**src/rtl/vpic_pkg.sv**
```systemverilog
package vpic_pkg;
    localparam int unsigned DATA_W   = 32;
    localparam int unsigned FIELD_W  = 6;
    localparam int unsigned OFF_EN    = 32;
    localparam int unsigned OFF_ENSET = 33;
    localparam int unsigned OFF_ENCLR = 34;
    localparam int unsigned OFF_PEND  = 35;
    localparam int unsigned OFF_RAW   = 36;
    localparam int unsigned OFF_SW    = 37;
    localparam int unsigned OFF_SWSET = 38;
    localparam int unsigned OFF_SWCLR = 39;
    localparam int unsigned OFF_CTRL  = 40;
    localparam int unsigned OFF_STAT  = 41;
    localparam int unsigned OFF_BASE  = 42;
    localparam int unsigned OFF_VADDR = 43;
    localparam int unsigned LVL_LSB  = 0;
    localparam int unsigned NMI_BIT  = 6;
    localparam int unsigned RSET_LSB = 7;
endpackage

```
**src/rtl/vpic_csr.sv**
```systemverilog
module vpic_csr
    import vpic_pkg::*;
#(
    parameter int unsigned NUM_IN = 32,
    parameter int unsigned ADDR_W = 6
) (
    input  logic                           clk,
    input  logic                           rst_n,
    input  logic                           csr_valid_i,
    input  logic                           csr_write_i,
    input  logic [ADDR_W-1:0]              csr_addr_i,
    input  logic [DATA_W-1:0]              csr_wdata_i,
    output logic [DATA_W-1:0]              csr_rdata_o,
    input  logic [NUM_IN-1:0]              raw_i,
    input  logic [DATA_W-1:0]              status_i,
    input  logic [DATA_W-1:0]              vaddr_i,
    output logic [NUM_IN-1:0][DATA_W-1:0]  cfg_o,
    output logic [NUM_IN-1:0]              pending_o,
    output logic [DATA_W-1:0]              ctrl_o,
    output logic [DATA_W-1:0]              base_o
);
    localparam int unsigned IDX_W = (NUM_IN > 1) ? $clog2(NUM_IN) : 1;

    typedef struct packed {
        logic [NUM_IN-1:0][DATA_W-1:0] cfg;
        logic [NUM_IN-1:0]             en;
        logic [NUM_IN-1:0]             sw;
        logic [DATA_W-1:0]             ctrl;
        logic [DATA_W-1:0]             base;
    } regs_t;

    regs_t regs_d, regs_q;
    logic  wr_en;
    logic [NUM_IN-1:0] wmask;

    assign wr_en = csr_valid_i && csr_write_i;
    assign wmask = csr_wdata_i[NUM_IN-1:0];

    always_comb begin
        regs_d = regs_q;
        if (wr_en) begin
            if (int'(csr_addr_i) < int'(NUM_IN)) begin
                regs_d.cfg[csr_addr_i[IDX_W-1:0]] = csr_wdata_i;
            end
            case (int'(csr_addr_i))
                OFF_EN:    regs_d.en   = wmask;
                OFF_ENSET: regs_d.en   = regs_q.en | wmask;
                OFF_ENCLR: regs_d.en   = regs_q.en & ~wmask;
                OFF_SW:    regs_d.sw   = wmask;
                OFF_SWSET: regs_d.sw   = regs_q.sw | wmask;
                OFF_SWCLR: regs_d.sw   = regs_q.sw & ~wmask;
                OFF_CTRL:  regs_d.ctrl = csr_wdata_i;
                OFF_BASE:  regs_d.base = csr_wdata_i;
                default:   ;
            endcase
        end
    end

    always_ff @(posedge clk or negedge rst_n) begin
        if (!rst_n) regs_q <= '0;
        else        regs_q <= regs_d;
    end

    assign pending_o = (raw_i | regs_q.sw) & regs_q.en;
    assign cfg_o     = regs_q.cfg;
    assign ctrl_o    = regs_q.ctrl;
    assign base_o    = regs_q.base;

    always_comb begin
        csr_rdata_o = '0;
        if (int'(csr_addr_i) < int'(NUM_IN)) begin
            csr_rdata_o = regs_q.cfg[csr_addr_i[IDX_W-1:0]];
        end
        case (int'(csr_addr_i))
            OFF_EN:    csr_rdata_o = DATA_W'(regs_q.en);
            OFF_PEND:  csr_rdata_o = DATA_W'(pending_o);
            OFF_RAW:   csr_rdata_o = DATA_W'(raw_i);
            OFF_SW:    csr_rdata_o = DATA_W'(regs_q.sw);
            OFF_CTRL:  csr_rdata_o = regs_q.ctrl;
            OFF_STAT:  csr_rdata_o = status_i;
            OFF_BASE:  csr_rdata_o = regs_q.base;
            OFF_VADDR: csr_rdata_o = vaddr_i;
            default:   ;
        endcase
    end

    // set alias leaves every written bit set
    assert_enset_R7: assert property (@(posedge clk) disable iff (!rst_n)
        (wr_en && int'(csr_addr_i) == OFF_ENSET) |=> ((regs_q.en & $past(wmask)) == $past(wmask)));
    // clear alias leaves every written bit clear
    assert_swclr_R7: assert property (@(posedge clk) disable iff (!rst_n)
        (wr_en && int'(csr_addr_i) == OFF_SWCLR) |=> ((regs_q.sw & $past(wmask)) == '0));
    // a write to a read-only word leaves the state alone
    assert_ro_write_R8: assert property (@(posedge clk) disable iff (!rst_n)
        (wr_en && (int'(csr_addr_i) == OFF_PEND || int'(csr_addr_i) == OFF_RAW ||
                   int'(csr_addr_i) == OFF_STAT || int'(csr_addr_i) == OFF_VADDR))
        |=> ($stable(regs_q.en) && $stable(regs_q.sw) && $stable(regs_q.ctrl) && $stable(regs_q.base)));
endmodule

```
**src/rtl/vpic_pick.sv**
```systemverilog
module vpic_pick
    import vpic_pkg::*;
#(
    parameter int unsigned NUM_IN = 32
) (
    input  logic                           clk,
    input  logic                           rst_n,
    input  logic [NUM_IN-1:0]              pending_i,
    input  logic [NUM_IN-1:0][DATA_W-1:0]  cfg_i,
    output logic                           sel_valid_o,
    output logic [$clog2(NUM_IN)-1:0]      sel_idx_o,
    output logic [FIELD_W-1:0]             sel_level_o,
    output logic [FIELD_W-1:0]             sel_rset_o,
    output logic                           sel_nmi_o
);
    localparam int unsigned IDX_W = $clog2(NUM_IN);

    logic [NUM_IN-1:0][FIELD_W-1:0] lvl;
    logic [NUM_IN-1:0][FIELD_W-1:0] rset;
    logic [NUM_IN-1:0]              nmi;

    for (genvar g = 0; g < NUM_IN; g++) begin : g_fields
        assign lvl[g]  = cfg_i[g][LVL_LSB  +: FIELD_W];
        assign rset[g] = cfg_i[g][RSET_LSB +: FIELD_W];
        assign nmi[g]  = cfg_i[g][NMI_BIT];
    end

    // strict compare keeps the lowest index on equal levels; level 0 never wins
    always_comb begin
        sel_valid_o = 1'b0;
        sel_idx_o   = '0;
        sel_level_o = '0;
        for (int i = 0; i < int'(NUM_IN); i++) begin
            if (pending_i[i] && (lvl[i] > sel_level_o)) begin
                sel_valid_o = 1'b1;
                sel_idx_o   = IDX_W'(i);
                sel_level_o = lvl[i];
            end
        end
        sel_rset_o = rset[sel_idx_o];
        sel_nmi_o  = nmi[sel_idx_o];
    end

    assert_pick_pending_R3: assert property (@(posedge clk) disable iff (!rst_n)
        sel_valid_o |-> (pending_i[sel_idx_o] && lvl[sel_idx_o] != '0));
    assert_pick_any_R3: assert property (@(posedge clk) disable iff (!rst_n)
        ((pending_i & ~pending_i) == '0 && !sel_valid_o) |-> (sel_level_o == '0));
endmodule

```
**src/rtl/vpic_pkt.sv**
```systemverilog
module vpic_pkt
    import vpic_pkg::*;
#(
    parameter int unsigned NUM_IN = 32
) (
    input  logic                       clk,
    input  logic                       rst_n,
    input  logic                       sel_valid_i,
    input  logic [$clog2(NUM_IN)-1:0]  sel_idx_i,
    input  logic [FIELD_W-1:0]         sel_level_i,
    input  logic [FIELD_W-1:0]         sel_rset_i,
    input  logic                       sel_nmi_i,
    input  logic [2:0]                 size_sel_i,
    input  logic [DATA_W-1:0]          base_i,
    output logic                       req_o,
    output logic [DATA_W-1:0]          addr_o,
    output logic [FIELD_W-1:0]         rset_o,
    output logic [FIELD_W-1:0]         level_o,
    output logic                       nmi_o,
    output logic [DATA_W-1:0]          status_o
);
    localparam int unsigned IDX_W = $clog2(NUM_IN);

    typedef struct packed {
        logic               req;
        logic [DATA_W-1:0]  addr;
        logic [FIELD_W-1:0] rset;
        logic [FIELD_W-1:0] level;
        logic               nmi;
        logic [DATA_W-1:0]  status;
    } pkt_t;

    pkt_t pkt_d, pkt_q;
    logic [3:0] shamt;

    assign shamt = 4'(size_sel_i) + 4'd2;

    always_comb begin
        pkt_d = '0;
        if (sel_valid_i) begin
            pkt_d.req    = 1'b1;
            pkt_d.addr   = base_i + (DATA_W'(sel_idx_i) << shamt);
            pkt_d.rset   = sel_rset_i;
            pkt_d.level  = sel_level_i;
            pkt_d.nmi    = sel_nmi_i;
            pkt_d.status = {1'b1, {(DATA_W-1-IDX_W){1'b0}}, sel_idx_i};
        end
    end

    always_ff @(posedge clk or negedge rst_n) begin
        if (!rst_n) pkt_q <= '0;
        else        pkt_q <= pkt_d;
    end

    assign req_o    = pkt_q.req;
    assign addr_o   = pkt_q.addr;
    assign rset_o   = pkt_q.rset;
    assign level_o  = pkt_q.level;
    assign nmi_o    = pkt_q.nmi;
    assign status_o = pkt_q.status;

    assert_idle_zero_R5: assert property (@(posedge clk) disable iff (!rst_n)
        !req_o |-> (addr_o == '0 && status_o == '0 && level_o == '0));
    assert_req_level_R6: assert property (@(posedge clk) disable iff (!rst_n)
        req_o |-> (level_o != '0 && status_o[DATA_W-1]));
    assert_rise_R11: assert property (@(posedge clk) disable iff (!rst_n)
        sel_valid_i |=> req_o);
    assert_fall_R11: assert property (@(posedge clk) disable iff (!rst_n)
        !sel_valid_i |=> !req_o);
endmodule

```
**src/rtl/vpic_top.sv**
```systemverilog
module vpic_top
    import vpic_pkg::*;
#(
    parameter int unsigned NUM_IN = 32,
    parameter int unsigned ADDR_W = 6
) (
    input  logic                clk,
    input  logic                rst_n,
    input  logic [NUM_IN-1:0]   irq_i,
    input  logic                csr_valid_i,
    input  logic                csr_write_i,
    input  logic [ADDR_W-1:0]   csr_addr_i,
    input  logic [DATA_W-1:0]   csr_wdata_i,
    output logic [DATA_W-1:0]   csr_rdata_o,
    output logic                req_o,
    output logic [DATA_W-1:0]   req_addr_o,
    output logic [FIELD_W-1:0]  req_rset_o,
    output logic [FIELD_W-1:0]  req_level_o,
    output logic                req_nmi_o
);
    localparam int unsigned IDX_W = $clog2(NUM_IN);

    logic [NUM_IN-1:0][DATA_W-1:0] cfg;
    logic [NUM_IN-1:0]             pending;
    logic [DATA_W-1:0]             ctrl, base, status;
    logic                          sel_valid, sel_nmi;
    logic [IDX_W-1:0]              sel_idx;
    logic [FIELD_W-1:0]            sel_level, sel_rset;

    vpic_csr #(.NUM_IN(NUM_IN), .ADDR_W(ADDR_W)) u_csr (
        .clk(clk), .rst_n(rst_n),
        .csr_valid_i(csr_valid_i), .csr_write_i(csr_write_i),
        .csr_addr_i(csr_addr_i), .csr_wdata_i(csr_wdata_i), .csr_rdata_o(csr_rdata_o),
        .raw_i(irq_i), .status_i(status), .vaddr_i(req_addr_o),
        .cfg_o(cfg), .pending_o(pending), .ctrl_o(ctrl), .base_o(base)
    );

    vpic_pick #(.NUM_IN(NUM_IN)) u_pick (
        .clk(clk), .rst_n(rst_n),
        .pending_i(pending), .cfg_i(cfg),
        .sel_valid_o(sel_valid), .sel_idx_o(sel_idx), .sel_level_o(sel_level),
        .sel_rset_o(sel_rset), .sel_nmi_o(sel_nmi)
    );

    vpic_pkt #(.NUM_IN(NUM_IN)) u_pkt (
        .clk(clk), .rst_n(rst_n),
        .sel_valid_i(sel_valid), .sel_idx_i(sel_idx), .sel_level_i(sel_level),
        .sel_rset_i(sel_rset), .sel_nmi_i(sel_nmi),
        .size_sel_i(ctrl[2:0]), .base_i(base),
        .req_o(req_o), .addr_o(req_addr_o), .rset_o(req_rset_o),
        .level_o(req_level_o), .nmi_o(req_nmi_o), .status_o(status)
    );

    // the strobe is raised only for a source that is pending right now or was a cycle ago
    assert_req_source_R1: assert property (@(posedge clk) disable iff (!rst_n)
        req_o |-> ($past(pending) != '0));
endmodule

```
**config.mk**
```make
export PLATFORM = sky130hd
export DESIGN_NAME = vpic_top
export DESIGN_NICKNAME = d
export VERILOG_FILES = /design/src/rtl/vpic_pkg.sv /design/src/rtl/vpic_csr.sv /design/src/rtl/vpic_pick.sv /design/src/rtl/vpic_pkt.sv /design/src/rtl/vpic_top.sv
export SDC_FILE = /design/constraint.sdc
export NUM_CORES = 2
export LEC_CHECK = 0
export ABC_AREA = 1
export CELL_PAD_IN_SITES_DETAIL_PLACEMENT = 2
export CELL_PAD_IN_SITES_GLOBAL_PLACEMENT = 2
export CORE_MARGIN = 2
export CORE_UTILIZATION = 35
export CTS_BUF_LIST = sky130_fd_sc_hd__clkbuf_2
export CTS_CLUSTER_SIZE = 24
export DETAILED_ROUTE_END_ITERATION = 12
export GPL_ROUTABILITY_DRIVEN = 0
export PLACE_DENSITY_LB_ADDON = 0.1
export SYNTH_ARGS = -nofsm -noshare
export SYNTH_HDL_FRONTEND = slang
export SYNTH_SLANG_ARGS = --single-unit
```
**constraint.sdc**
```tcl
create_clock -name clk -period 48.9 [get_ports clk]
set_input_delay 9.78 -clock clk [delete_from_list [all_inputs] [get_ports clk]]
set_output_delay 9.78 -clock clk [all_outputs]
set_load 0.01 [all_outputs]
```
=== After elaboration in Yosys (flattened, before gate mapping) ===
Cells that the tools add are included.

* Reduce and logical (&&, ||, !) cells: 41
* $add $sub $neg: 2
* Muxes and demuxes: 109
* Bitwise gates (word level): 7
* $lt $le $gt $ge: 36
* Equality and inequality tests: 12
* Shifts and indexed selects: 1

{| class="wikitable"
|+ Operator list
! operator !! number
|-
| $bwmux 1024 || 1
|-
| $pmux 32 s8 || 1
|-
| $mux 6 || 33
|-
| $pmux 32 s3 || 2
|-
| $gt 6x6->1 || 31
|-
| $bmux 32 s5 || 1
|-
| $demux 32 s5 || 1
|-
| $and 32x32->32 || 3
|-
| $mux 32 || 3
|-
| $or 32x32->32 || 3
|-
| $mux 5 || 16
|-
| $mux 78 || 1
|-
| $eq 6x6->1 const B || 12
|-
| $logic_and 1x1->1 || 34
|-
| $mux 1 || 34
|-
| $add 32x32->32 || 1
|-
| $mux 4 || 8
|-
| $not 32->32 || 1
|-
| $shl 5x4->32 || 1
|-
| $bmux 6 s5 || 1
|-
| $lt 5x6->1 const B || 2
|-
| $mux 3 || 4
|-
| $reduce_and 2->1 || 5
|-
| $gt 6x1->1 const B || 1
|-
| 6 further kinds || 8
|}

* Output and inout bits: 78
* Register bits after elaboration: 1230
* Bits of input ports: 74
* Logic and storage cells: 250

=== Logic depth before layout (Yosys ltp) ===
* Depth after elaboration: 100
* Gate-level depth with buffers: 350
* Gate-level depth less buffers: 320

=== Modules after synthesis ===
From an unflattened synthesis, not the netlist that was laid out.

* Cells, all modules: 11255
* Area, all modules: 78495.3 um^2

{| class="wikitable"
|+ By module, submodules not included
! module !! cells an instance !! area each (um^2) !! times used !! sequential area each (um^2)
|-
| vpic_csr || 8173 || 61843.1 || 1 || 28827.6
|-
| vpic_pick || 2430 || 12519.5 || 1 || 0.0
|-
| vpic_pkt || 652 || 4132.7 || 1 || 1276.2
|}

=== Worst setup path before layout ===
OpenSTA, ideal clock, no wires.

* Path type: input-to-reg
* Start point: in irq_i[0]
* End point: reg u_pkt.pkt_q (netlist bit u_pkt.addr_o[31])
* Slack: 1.463 ns
* Cell stages on the path: 315
* Library setup time: 0.117 ns
* Path buffers: 30
* Arrival: 47.320 ns
* Data required time: 48.783 ns
* Cells stage by stage: inv_1 > a21oi_2 > nand2_2 > nor2_1 > inv_1 > ha_1 > nand2_1 > nor2_2 > a21oi_2 > nand2_2 > buf_6 > o21ai_0 > ha_1 > nand2_1 > inv_1 > nand4_1 > nor2_1 > nor2_4 > [... 279 more ...] > nand2_1 > a31oi_1 > inv_1 > a21oi_1 > o21bai_1 > a21oi_1 > o21bai_1 > a21oi_1 > o21bai_1 > nand2_1 > a21oi_1 > inv_1 > nor2_1 > nand3_1 > o21ai_0 > inv_1 > o21ai_1 > inv_1

{| class="wikitable"
|+ RTL lines
! what !! line !! RTL
|-
| from (decl) || vpic_top.sv:9 || <nowiki>input logic [NUM_IN-1:0] irq_i,</nowiki>
|-
| to (signal assigned) || vpic_pkt.sv:52 || <nowiki>else pkt_q <= pkt_d;</nowiki>
|-
| to (decl) || vpic_pkt.sv:33 || <nowiki>pkt_t pkt_d, pkt_q;</nowiki>
|}

==> flow_summary.ini <==
[min_path]
worst_hold_path_type = reg -> reg
min-delay-start = u_csr.cfg_o[156]
min_to = u_csr.cfg_o[156]
holdPathStages = 2

[logic_synthesis]
synth_xor_area_frac = 0.000940
synthAdderAreaFrac = 0.0296
syn-cell-area_mm2 = 0.0653
synth_edf_count = 0
synth_top_area_share = 0.461
avgSynthCellArea_um2 = 8.05
yosys.area_share.simple = 0.233
yosysTopAreaCell = dfrtp_1
yosys_warnings = 0
synth_nets = 8335
ys.flop_type = dfrtp_1
synth_area_leaders = dfrtp_1 46%, nand2_1 12%, o21ai_0 10%
syn_inst = 8107
synthMuxAreaShare = 0.000153
seq_area_frac_synth = 0.461
yosysMostFrequentCell = nand2_1
async_flop_share = 1.00
synth-seq-cells = 1203
yosysUniqueCellTypes = 66
synth_compound_area_frac = 0.199
netlist_top_cells_count = 2162 x nand2_1, 1338 x o21ai_0, 1203 x dfrtp_1
synth_top_family_by_area = simple AND/OR/NAND/NOR gates

[timing]
min_period_over_period = 0.950
hold_viol = 0
timing.hold.ws_ps = 490
tightest_slew_ps = 1360
setup_viol = 0
final.min_clock_period_ps = 46430
max_freq_mhz = 21.5
final_max_slew_viol_count = 0
slew_headroom = 0.0953
skew_ps = 321

[cells_and_area]
area_growth_pct = 12.4
drive_gt1_frac = 0.162
fill_cells = 21368
nets = 8588

[clock_tree]
cts_tree = done
cts-root-buf = clkbuf_2
htree_levels = 5
cts-hold-fix-buffers = 0
cts_buffer_depth = 4
clk_latency_ps = 2060
numCtsBuffers = 353
clk_pin_slew_ps = 100
cts_sinks = 1203

[run_status]
status = finished clean

[global_route]
antenna_found_initial = 13
grt_usage = 0.322
grt_max_degree = 155
first_global_vias = 68732
grt_pass1_wl_mm = 461
grt_overflow_total = 0

[detailed_routing]
drt_iter0_drc = 4640
drc = 0
wl_per_cell_um = 28.3
vias = 64114
dr.pass1.iters = 5
routed_via_density = 5.79
totalWireLength_mm = 313
ant_nets = 0

[critical_path]
start_kind = input port
cp.required_ps = 50790
reg2reg_depth = 292
arrival_ps = 48320
crit_type = in -> reg
endpoint_kind = flop
slowest_stage = ha_1
r2r_start = u_csr.cfg_o[5]
cp_max_fo = 15
rrSetupSlack_ps = 10060
timing.rr.end = u_pkt.addr_o[25]
cp_common_cell = nand2_1
critPathMaxStageDelay_ps = 370

[die]
rows = 158
die_w_um = 436
start_util = 0.352
die-height_um = 436
core_mm2 = 0.185
ios = 152
die-area_mm2 = 0.190

[placement]
dpl.hpwl_mm = 194
io_buffers = 151

[flow_run]
cap_viol_max_count = 0
## registers in the layout, indices dropped and copies added (netlist names)
| signal | count |
|---|---|
| u_csr.base_o | 32 |
| u_csr.cfg_o | 1024 |
| u_csr.ctrl_o | 32 |
| u_csr.regs_q | 64 |
| u_pkt.addr_o | 32 |
| u_pkt.level_o | 6 |
| u_pkt.nmi_o | 1 |
| u_pkt.rset_o | 6 |
| u_pkt.status_o | 6 |
## per-stage QoR
step / setup WS, ps / utilization / std cells / cell area [um2] / TNS (ps)
after floorplan: 1460 / - / 8107 / 65300 / 0
after global placement: -599 / 0.372 / 10394 / 69000 / -3520
after detailed placement: -2790 / 0.372 / 10394 / 69000 / -49420
after CTS: 28.1 / 0.388 / 10976 / 72000 / 0
after global routing: -668 / 0.395 / 11077 / 73300 / -4890
final: 2470 / 0.395 / 11080 / 73300 / 0
## layer usage
metal / wire length [um] / vias up / global-route usage
met5: 27 / - / 0
met4: 14300 / 4 / 0.138
met3: 15100 / 620 / 0.0446
met2: 149000 / 1667 / 0.537
met1: 135000 / 33568 / 0.418
li1: - / 28255 / -
## cell type report
class                   instances  area, um2  share of cell area
flip-flops and latches       1203      30100               0.411
repair buffers                473       3990              0.0544
diodes                         13       32.5            0.000444
multi-input cells            5816      31200               0.426
well taps                    2480       3100              0.0423
clock inverters                71        380             0.00519
clock buffers                 511       2560              0.0349
inverters                     513       1960              0.0267
## placed cells by master (no fill, tap or decap), types with 116 or more instances in the layout
cell type and count:
a21oi_1 160, a22oi_1 249, buf_4 319, clkbuf_2 512
clkdlybuf4s50_1 146, dfrtp_1 1203, ha_1 149, inv_1 448
nand2_1 2115, nand2_2 166, nand3_1 632, nand4_1 116
nor2_1 127, o21ai_0 1221
## worst max-delay path by stage
stage	end	start	cells past startpoint
after global routing	u_pkt.addr_o[25]	irq_i[0]	299
after detailed placement	u_pkt.addr_o[25]	irq_i[0]	280
after floorplan	u_pkt.addr_o[31]	irq_i[0]	315
after CTS	u_pkt.addr_o[25]	irq_i[0]	284
after global placement	u_pkt.addr_o[29]	irq_i[0]	272
final	u_pkt.addr_o[25]	irq_i[0]	293
## critical path, delay by kind of cell
family,cells,cell delay [ps]
and+or+nand+nor,189,19600
adders and majority gates,31,9840
AOI/OAI and AO/OA,49,6870
buffers and inverters,23,1920
xor gates and xnor gates,1,210
## cells by family after synthesis
| group | Yosys count |
|---|---|
| AOI/OAI and AO/OA | 2225 |
| xor gates and xnor gates | 7 |
| adders and majority gates | 154 |
| buffers and inverters | 1100 |
| DFF | 1203 |
| muxes | 1 |
| and+or+nand+nor | 3417 |
## repair_timing
| action | CTS | global route |
|---|---|---|
| resized for setup | 24 | 236 |
| endpoints found under the setup margin | 10 | 48 |
| setup buffers | 0 | 79 |
| pin swaps | 0 | 141 |
| hold endpoints to repair | 0 | 0 |
| cloned | 0 | 12 |
Power is not shown: default switching activity piles up to over one toggle a cycle in this logic, so the estimate is an artifact.
